==> src/rtl/i2c_cmd_seq.sv <==
module i2c_cmd_seq #(
  parameter int FIFO_DEPTH = 16,
  localparam int LW = $clog2(FIFO_DEPTH + 1)
) (
  input  logic          clk,
  input  logic          rst_n,
  input  logic          enable,
  input  logic          restart_en,
  input  logic          tar_we,
  input  logic          tar_ten,
  input  logic [9:0]    tar_addr,
  input  logic          cmd_valid,
  input  logic [10:0]   cmd_data,
  output logic          cmd_pop,
  output logic          eng_req,
  output logic [2:0]    eng_op,
  output logic [7:0]    eng_byte,
  input  logic          eng_done,
  input  logic          eng_nack,
  input  logic          eng_arb_lost,
  input  logic [7:0]    eng_rdata,
  output logic          rx_push,
  output logic [7:0]    rx_data,
  output logic          flush,
  output logic [12:0]   abort_src,
  input  logic          abort_clr,
  output logic          busy,
  output logic          hold_scl,
  input  logic [LW-1:0] tx_level,
  input  logic [LW-1:0] tx_thr,
  input  logic [LW-1:0] rx_level,
  input  logic [LW-1:0] rx_thr,
  output logic          tx_empty_evt,
  output logic          rx_full_evt
);
  localparam logic [2:0] OP_START = 3'd0, OP_RESTART = 3'd1, OP_WRITE = 3'd2,
                         OP_READ = 3'd3, OP_STOP = 3'd4;

  typedef enum logic [3:0] {
    S_IDLE, S_START, S_A1, S_A2, S_RS10, S_A3, S_DATA, S_HOLD, S_STOP
  } st_t;

  st_t         st;
  logic [7:0]  cur_byte;
  logic        cur_stop, rd, rs, ten;
  logic [9:0]  tar;
  logic [12:0] pre_bits, done_bits, new_bits;

  wire       accept = (st == S_IDLE || st == S_HOLD) && cmd_valid;
  wire       fin    = eng_req && eng_done;
  wire       gcall  = !ten && (tar[6:0] == 7'd0);
  wire [6:0] hi     = {5'b11110, tar[9:8]};

  assign cmd_pop      = accept;
  assign eng_req      = !(st == S_IDLE || st == S_HOLD);
  assign busy         = (st != S_IDLE);
  assign hold_scl     = (st == S_HOLD);
  assign rx_push      = fin && st == S_DATA && rd && !eng_arb_lost;
  assign rx_data      = eng_rdata;
  assign tx_empty_evt = (tx_level <= tx_thr);
  assign rx_full_evt  = (rx_level > rx_thr);

  always_comb begin
    pre_bits = '0;
    if (!enable) pre_bits[11] = 1'b1;
    else if (gcall && cmd_data[8]) pre_bits[5] = 1'b1;
    else if (ten && cmd_data[8] && !restart_en) pre_bits[10] = 1'b1;
  end

  always_comb begin
    done_bits = '0;
    if (eng_arb_lost) done_bits[12] = 1'b1;
    else if (eng_nack) begin
      case (st)
        S_A1: begin
          if (ten) done_bits[1] = 1'b1;
          else if (gcall) done_bits[4] = 1'b1;
          else done_bits[0] = 1'b1;
        end
        S_A2:   done_bits[2] = 1'b1;
        S_A3:   done_bits[1] = 1'b1;
        S_DATA: done_bits[3] = !rd;
        default: ;
      endcase
    end
  end

  assign new_bits = accept ? pre_bits : (fin ? done_bits : 13'd0);
  assign flush    = |new_bits;

  always_comb begin
    eng_op   = OP_WRITE;
    eng_byte = 8'h00;
    case (st)
      S_START: eng_op = rs ? OP_RESTART : OP_START;
      S_A1:    eng_byte = ten ? {hi, 1'b0} : {tar[6:0], rd};
      S_A2:    eng_byte = tar[7:0];
      S_RS10:  eng_op = OP_RESTART;
      S_A3:    eng_byte = {hi, 1'b1};
      S_DATA: begin
        eng_op   = rd ? OP_READ : OP_WRITE;
        eng_byte = rd ? 8'h00 : cur_byte;
      end
      S_STOP:  eng_op = OP_STOP;
      default: ;
    endcase
  end

  always_ff @(posedge clk or negedge rst_n) begin
    if (!rst_n) begin
      st        <= S_IDLE;
      cur_byte  <= '0;
      cur_stop  <= 1'b0;
      rd        <= 1'b0;
      rs        <= 1'b0;
      ten       <= 1'b0;
      tar       <= '0;
      abort_src <= '0;
    end else begin
      abort_src <= (abort_clr ? 13'd0 : abort_src) | new_bits;
      if (tar_we && st == S_IDLE) begin
        ten <= tar_ten;
        tar <= tar_addr;
      end
      if (accept) begin
        if (|pre_bits) st <= (st == S_HOLD) ? S_STOP : S_IDLE;
        else begin
          cur_byte <= cmd_data[7:0];
          cur_stop <= cmd_data[9];
          rd       <= cmd_data[8];
          if (st == S_IDLE) begin
            st <= S_START;
            rs <= 1'b0;
          end else if (cmd_data[10] || cmd_data[8] != rd) begin
            st <= S_START;
            rs <= 1'b1;
          end else st <= S_DATA;
        end
      end else if (fin) begin
        if (eng_arb_lost || st == S_STOP) st <= S_IDLE;
        else if (|done_bits) st <= S_STOP;
        else begin
          case (st)
            S_START: st <= S_A1;
            S_A1:    st <= ten ? S_A2 : S_DATA;
            S_A2:    st <= rd ? S_RS10 : S_DATA;
            S_RS10:  st <= S_A3;
            S_A3:    st <= S_DATA;
            S_DATA:  st <= cur_stop ? S_STOP : S_HOLD;
            default: st <= S_IDLE;
          endcase
        end
      end
    end
  end

  AST_POP_NEEDS_VALID: assert property (@(posedge clk) disable iff (!rst_n)
    cmd_pop |-> cmd_valid);
  AST_HOLD_QUIET: assert property (@(posedge clk) disable iff (!rst_n)
    hold_scl |-> (busy && !eng_req));
  AST_PUSH_ON_READ: assert property (@(posedge clk) disable iff (!rst_n)
    rx_push |-> (eng_done && eng_op == OP_READ));
  AST_FLUSH_RECORDED: assert property (@(posedge clk) disable iff (!rst_n)
    (flush && !abort_clr) |=> (abort_src != 13'd0));
  AST_AFTER_FLUSH: assert property (@(posedge clk) disable iff (!rst_n)
    flush |=> (!eng_req || eng_op == OP_STOP));
  AST_REQ_BUSY: assert property (@(posedge clk) disable iff (!rst_n)
    eng_req |-> busy);
  AST_TAR_FROZEN: assert property (@(posedge clk) disable iff (!rst_n)
    busy |=> ($stable(tar) && $stable(ten)));
endmodule

==> config.mk <==
export PLATFORM = sky130hd
export DESIGN_NAME = i2c_cmd_seq
export DESIGN_NICKNAME = d
export VERILOG_FILES = /design/src/rtl/i2c_cmd_seq.sv
export SDC_FILE = /design/constraint.sdc
export NUM_CORES = 1
export LEC_CHECK = 0
export BUFFER_PORTS_ARGS = -buffer_cell sky130_fd_sc_hd__clkbuf_2
export CORE_ASPECT_RATIO = 1.4
export CORE_MARGIN = 8
export CORE_UTILIZATION = 49
export CTS_BUF_LIST = sky130_fd_sc_hd__clkbuf_8
export CTS_CLUSTER_SIZE = 30
export DETAILED_ROUTE_END_ITERATION = 7
export GPL_ROUTABILITY_DRIVEN = 1
export PLACE_DENSITY = 0.92
export SLEW_MARGIN = 20
export SYNTH_ARGS = -nofsm -noshare
export SYNTH_HDL_FRONTEND = slang
export SYNTH_SLANG_ARGS = --single-unit
==> constraint.sdc <==
create_clock -name clk -period 2.6 [get_ports clk]
set_input_delay 0 -clock clk [delete_from_list [all_inputs] [get_ports clk]]
set_output_delay 0 -clock clk [all_outputs]
set_load 0.01 [all_outputs]
==> flow_summary.yaml, run 1 <==
drt:
  ant_nets: 0
  num_vias: 2193
  drc: 0
  firstDrtPassIters: 4
  wl_per_cell_microns: 16.65
  drt-initial-drc-count: 136
  via_per_inst: 5.552
  drt-total-wl_mm: 6.578
synth:
  synthDistinctLibCells: 51
  synth-seq-cells: 35
  async_reset_ff_share_pct: 100.0
  syn_area_sq_mm: 0.002307
  syn_avg_cell_area_sq_um: 9.735
  ys_seq_area_share_pct: 37.96
  ys_warn_count: 0
  synth_ff_type: "dfrtp_1"
  synth_edf_count: 0
  syn_inst: 237
floorplanning:
  num_rows: 29
  start_util_pct: 50.87
  dieArea_sq_mm: 0.007192
  ios: 100
  die_w_microns: 74.00
  fp.dieH_microns: 97.19
  core_region_area_sq_mm: 0.004536
sta:
  rsz0062_at_grt: "false"
  finalMaxSlewViolations: 0
  layout_min_cycle_time_ns: 2.188
  hold_viol: 0
  finalSetupViolCount: 0
  tightestPinTransition_ns: 0.8436
  maxSlewHeadroom_pct: 43.76
  setup-tns-final_ns: 0
  fmaxAchievable_ghz: 0.4571
  clock_skew_ns: 0.01224
  finalCritPeriodShare_pct: 84.14
critical_path:
  crit_path_max_fanout: 21
  critical_path_required_ns: 2.60
  crit_type: "reg -> out"
  slowest_delay_ns: 0.42
  end_kind: "output pin"
  critPathSlowestCell: "dfrtp_1"
  start_kind: "flop"
  cp.arrival_ns: 2.19
  path_cells: "buf_4 > nand2b_1 > o32a_1 > nor2_1 > a21oi_1 > o21ai_0 > clkbuf_2"
final_layout:
  final_area_sq_mm: 0.003044
  fin_nets: 402
  final_common_cell: "clkbuf_2"
  diodes: 0
  drive_gt1_share_pct: 33.63
  final_cell_mix: "79 x clkbuf_2, 35 x dfrtp_1, 23 x dlygate4sd3_1"
  area_growth_syn_to_layout_pct: 31.94
global_routing:
  grt.overflow.total: 0
  grt_use_met1_pct: 18.96
  grt_pass1_vias: 2257
  top_usage_layer: "met2"
  grt_pass1_wl_mm: 10.55
  met2_usage_pct: 32.54
  gr-usage-met3_pct: 5.475
  grt_usage_pct: 18.71
  antenna_found_initial: 0
  grt_max_degree: 36
clocking:
  clock_tree.root_cell: "clkbuf_8"
  clockBufferDepth: 2
  h-tree-depth: 2
  cts_sinks: 35
  clkLatencyLatePin_ns: 0.29
  post_cts_buffers: 0
  numCtsBuffers: 5
  cts_tree: "built"
  path_clk_slew_ns: 0.07
power:
  power_density_mw_per_mm2: 897.3
  leakage_nw: 1.489
  peakVddDrop_mv: 0.7324
status:
  status: "finished, final reports clean"
placed_design:
  placed_area_sq_mm: 0.002693
  hpwl_mm: 4.988
  io_buffers: 79
  gp_congestion: 0.9248
worst_hold_path:
  hp-class: "in -> out"
run:
  maxCapViolations: 0
## path summary, 6_finish.rpt
path / start / endpoint / slack, ns / cells past startpoint
setup / recovery: st[0] / eng_byte[6] / 0.41 / 7
hold / removal: eng_rdata[3] / rx_data[3] / 0.000003 / 0
setup reg to reg: st[3] / rs / 0.56 / 6
hold reg to reg: abort_src[12] / abort_src[12] / 0.49 / 1
max in group asynchronous: rst_n / cur_byte[0] / 1.73 / 2
min in group asynchronous: rst_n / abort_src[2] / 0.33 / 2
## synthesized netlist by cell type, types with 2 or more instances
library cell | count | area (sq um)
a32o_1 | 3 | 30.03
o21ai_0 | 12 | 60.06
nand2_1 | 16 | 60.06
inv_1 | 16 | 60.06
buf_6 | 2 | 22.52
clkbuf_1 | 9 | 33.78
o2bb2ai_1 | 7 | 61.31
nor2_1 | 12 | 45.04
ha_1 | 10 | 125.1
buf_4 | 12 | 90.09
a21oi_1 | 11 | 55.05
mux2_1 | 9 | 101.4
nor4_1 | 2 | 12.51
and3_1 | 4 | 25.02
nor3_1 | 3 | 15.01
o21a_1 | 4 | 30.03
dfrtp_1 | 35 | 875.8
xor2_1 | 2 | 17.52
mux2i_1 | 4 | 40.04
mux2_2 | 12 | 135.1
a22o_1 | 3 | 26.28
a221o_1 | 2 | 20.02
nand3_1 | 6 | 30.03
nand2b_1 | 6 | 37.54
o211ai_1 | 3 | 22.52
o22ai_1 | 3 | 18.77
nand3b_1 | 4 | 30.03
nor2b_1 | 2 | 12.51
## cell families (layout without fill, tap and decap cells)
kind of cell / count (synthesis) / count (layout) / synth area share [%]
and+or+nand+nor: 64 / 64 / 15.56
AOI/OAI and AO/OA: 58 / 58 / 18.17
buffers and inverters: 41 / 134 / 9.327
DFF: 35 / 35 / 37.96
muxes: 26 / 26 / 12.64
adders and majority gates: 10 / 10 / 5.423
xor gates and xnor gates: 2 / 2 / 0.7594
other: 1 / 4 / 0.1625
## area by class of cell
type,count,area (sq um)
clock inverters,2,38.79
inverters,17,63.81
fillers,338,1491
repair buffers,109,678.2
clock buffers,6,82.58
multi-input cells,164,1227
flip-flops and latches,35,875.8
well taps,62,77.57
## metrics by stage
stage	hold WS [ns]	total power [W]	setup slack [ns]	utilization (%)	std cells
after floorplan	-0.2956	0.001779	0.7842	-	240
after global placement	0.00006862	0.002122	0.6922	59.37	364
after detailed placement	0.00006862	0.002170	0.6048	59.37	364
after CTS	0.00006862	0.002730	0.4316	67.12	395
after global routing	0.00002810	0.002911	0.2812	67.12	395
final	0.000003358	0.002731	0.4125	67.12	395
## routing by layer
metal	routed length [microns]	part of all wire, %
met1	2417	37
met2	3405	52
met3	564	8.6
met4	191	2.9
met5	0	0
## flip-flops by register name (all words and copies together) (netlist names)
name / cells
rd: 1
abort_src: 9
st: 4
ten: 1
cur_stop: 1
rs: 1
tar: 10
cur_byte: 8
## timing repair
action | 4_1_cts | 5_1_grt
gates resized for setup | 0 | 0
hold endpoints to repair | 57 | 0
hold buffers | 23 | 0
## report_power, final
part | internal, W | total [W] | leakage, nW | switching, W
sequential | 0.000761 | 0.000967 | 0.437 | 0.000206
combinational | 0.000577 | 0.00124 | 0.990 | 0.000663
clock | 0.000315 | 0.000524 | 0.0618 | 0.000209
## worst max-delay path: cells and delay by family, from the launching register on
| family | cells | cell delay, ns |
|---|---|---|
| compound gates | 3 | 0.48 |
| buf+inv | 2 | 0.41 |
| flops | 1 | 0.42 |
| simple gates | 2 | 0.58 |
(Power assumes the default switching activity.)
==> inputs of run 2 (changes only) <==
CORE_UTILIZATION = 45   (was 49)
PLACE_DENSITY = 0.89   (was 0.92)
clock period = 1.8 ns   (was 2.6 ns; I/O delays follow)
==> run 2 against run 1 <==
The run now ends with negative setup slack left. Die area grew 7.2%. Sequential power grew 48%. Clock skew shrank 0.0046 ns. Combinational power grew 120%. Setup slack lost 0.49 ns. Non-clock buffer count grew 38. First-iteration DRC count shrank 9.6%. Critical endpoint is now eng_byte[2].
==> flow_summary.yaml, run 2 (synthesized netlist as in run 1, its figures left out) <==
sta:
  finalCritPeriodShare_pct: 104.6
  finalSetupViolCount: 10
  tightestPinTransition_ns: 0.8847
  maxSlewHeadroom_pct: 41.02
  fmaxAchievable_ghz: 0.5312
  layout_min_cycle_time_ns: 1.882
  setup_ws_ns: -0.08248
  finalMaxSlewViolations: 0
  hold_viol: 0
  clock_skew_ns: 0.007670
  rsz0062_at_grt: "true"
  setup-tns-final_ns: -0.4337
floorplanning:
  num_rows: 31
  ios: 100
  start_util_pct: 45.76
  core_region_area_sq_mm: 0.005042
  die_w_microns: 76.52
  fp.dieH_microns: 100.7
  dieArea_sq_mm: 0.007707
status:
  violations: "negative setup slack"
  status: "finished, violations left"
power:
  leakage_nw: 1.739
  sequentialPowerShare_pct: 30.3
  p_total_w: 0.004707
  switching_share_pct: 40.46
  peakVddDrop_mv: 0.9736
  p_comb_share_pct: 57.8
  power_switching_w: 0.001904
  power_density_mw_per_mm2: 1335
  power_frac_clock_pct: 11.9
  p_int_w: 0.002802
clocking:
  cts_tree: "built"
  clock_tree.root_cell: "clkbuf_8"
  h-tree-depth: 2
  numCtsBuffers: 5
  clockBufferDepth: 2
  cts_sinks: 35
  path_clk_slew_ns: 0.07
  clkLatencyLatePin_ns: 0.29
critical_path:
  cp.arrival_ns: 1.88
  critical_path_required_ns: 1.80
  r2r-start: "st[0]"
  r2r_slack_ns: 0
  start_kind: "flop"
  path_cells: "buf_12 > nand2b_4 > o32a_1 > nor2_1 > buf_4 > a221o_1 > buf_6"
  r2r-end: "cur_byte[5]"
  end_kind: "output pin"
  crit_type: "reg -> out"
  slowest_delay_ns: 0.46
  crit_path_max_fanout: 7
  critPathTopFamily: "compound AO/OA/AOI/OAI gates"
  path_buf_inv: 3
  worstRegToRegCells: 6
  critPathSlowestCell: "dfrtp_2"
final_layout:
  nFillCells: 367
  final_common_cell: "clkbuf_2"
  layoutNonFillerInstCount: 437
  top_register: "tar"
  area_growth_syn_to_layout_pct: 52.82
  drive_gt1_share_pct: 47.71
  largestRegisters: "tar (10), abort_src (9), cur_byte (8)"
  final_cell_mix: "71 x clkbuf_2, 32 x dfrtp_1, 32 x buf_4"
  fin_nets: 440
  fin_util_pct: 69.93
  largest_reg_flops: 10
  diodes: 0
global_routing:
  grt.overflow.total: 0
  grt_usage_pct: 20.36
  antenna_found_initial: 0
  grt_max_degree: 36
  grt_pass1_wl_mm: 12.79
  grt_pass1_vias: 2664
drt:
  drt-total-wl_mm: 8.081
  via_per_inst: 5.755
  wl_per_cell_microns: 18.49
  firstDrtPassIters: 4
  drc: 0
  drt-initial-drc-count: 123
  ant_nets: 0
  num_vias: 2515
run:
  maxCapViolations: 0
worst_hold_path:
  hold_start: "eng_rdata[6]"
  hp-class: "in -> out"
  hold_depth: 0
  hold_path_end: "rx_data[6]"
placed_design:
  hpwl_mm: 5.387
  io_buffers: 79
  pre_cts_slack_ns: 0.02421
  placedCellCount: 380
  gp_congestion: 0.8914
[run 2: changes by cell type in the layout (fill, tap and decap cells not counted), moves of 5 or more]
cell	before	now
mux2_4	1	8
mux2_1	9	3
o21ai_1	0	5
buf_4	7	32
buf_2	0	7
buf_6	0	11
clkbuf_2	79	71
o21ai_0	12	6
[run 2: what timing repair did]
action                                  in CTS  in global routing
pin swaps                                    7                  7
endpoints found under the hold margin       57                  0
buffers inserted                            20                  4
gates cloned                                 2                  0
hold buffers                                23                  0
endpoints found under the setup margin      10                 37
resized for setup                           29                 32
[run 2: worst max-delay path by stage]
stage | start | end | slack, ns | cells past startpoint
after floorplan | st[3] | cur_byte[0] | 0.01 | 5
after global placement | st[3] | cur_byte[4] | 0.08 | 5
after detailed placement | st[3] | cur_byte[4] | 0.02 | 5
after CTS | st[0] | eng_byte[2] | -0.04 | 7
after global routing | st[0] | eng_byte[5] | -0.19 | 8
final | st[0] | eng_byte[2] | -0.08 | 7
[run 2: power groups by stage]
stage	Clock [W]	Combinational [W]	Sequential [W]
6_report	0.000560	0.00272	0.00143
5_1_grt	0.000601	0.00292	0.00145
4_1_cts	0.000560	0.00243	0.00137
3_5_place_dp	0	0.00194	0.00136
3_3_place_gp	0	0.00187	0.00133
2_1_floorplan	0	0.00127	0.00130
[run 2: stage by stage]
stage               hold slack [ns]  area, sq um
floorplan                   -0.2956         2318
global placement         0.00006862         2800
detailed placement       0.00006862         2800
CTS                      0.00006862         3392
global route             0.00001628         3526
finish                  0.000002820         3526
[run 2: area by class of cell]
type	instances	area, sq um	share of cell area, %
Multi-Input combinational cell	164	1355	38.43
Clock buffer	5	68.82	1.952
Tap cell	66	82.58	2.342
Inverter	17	66.31	1.881
Timing Repair Buffer	147	1057	29.99
Sequential cell	35	879.6	24.95
Clock inverter	3	16.27	0.4613
[run 2: layer usage]
layer | vias up | routed length [microns] | part of all wire [%] | track usage (%)
li1 | 1106 | - | - | -
met1 | 1234 | 2889 | 36 | 20.09
met5 | - | 0 | 0 | 0
met4 | 0 | 291 | 3.6 | 9.510
met3 | 32 | 658 | 8.1 | 6.607
met2 | 143 | 4241 | 52 | 37.63
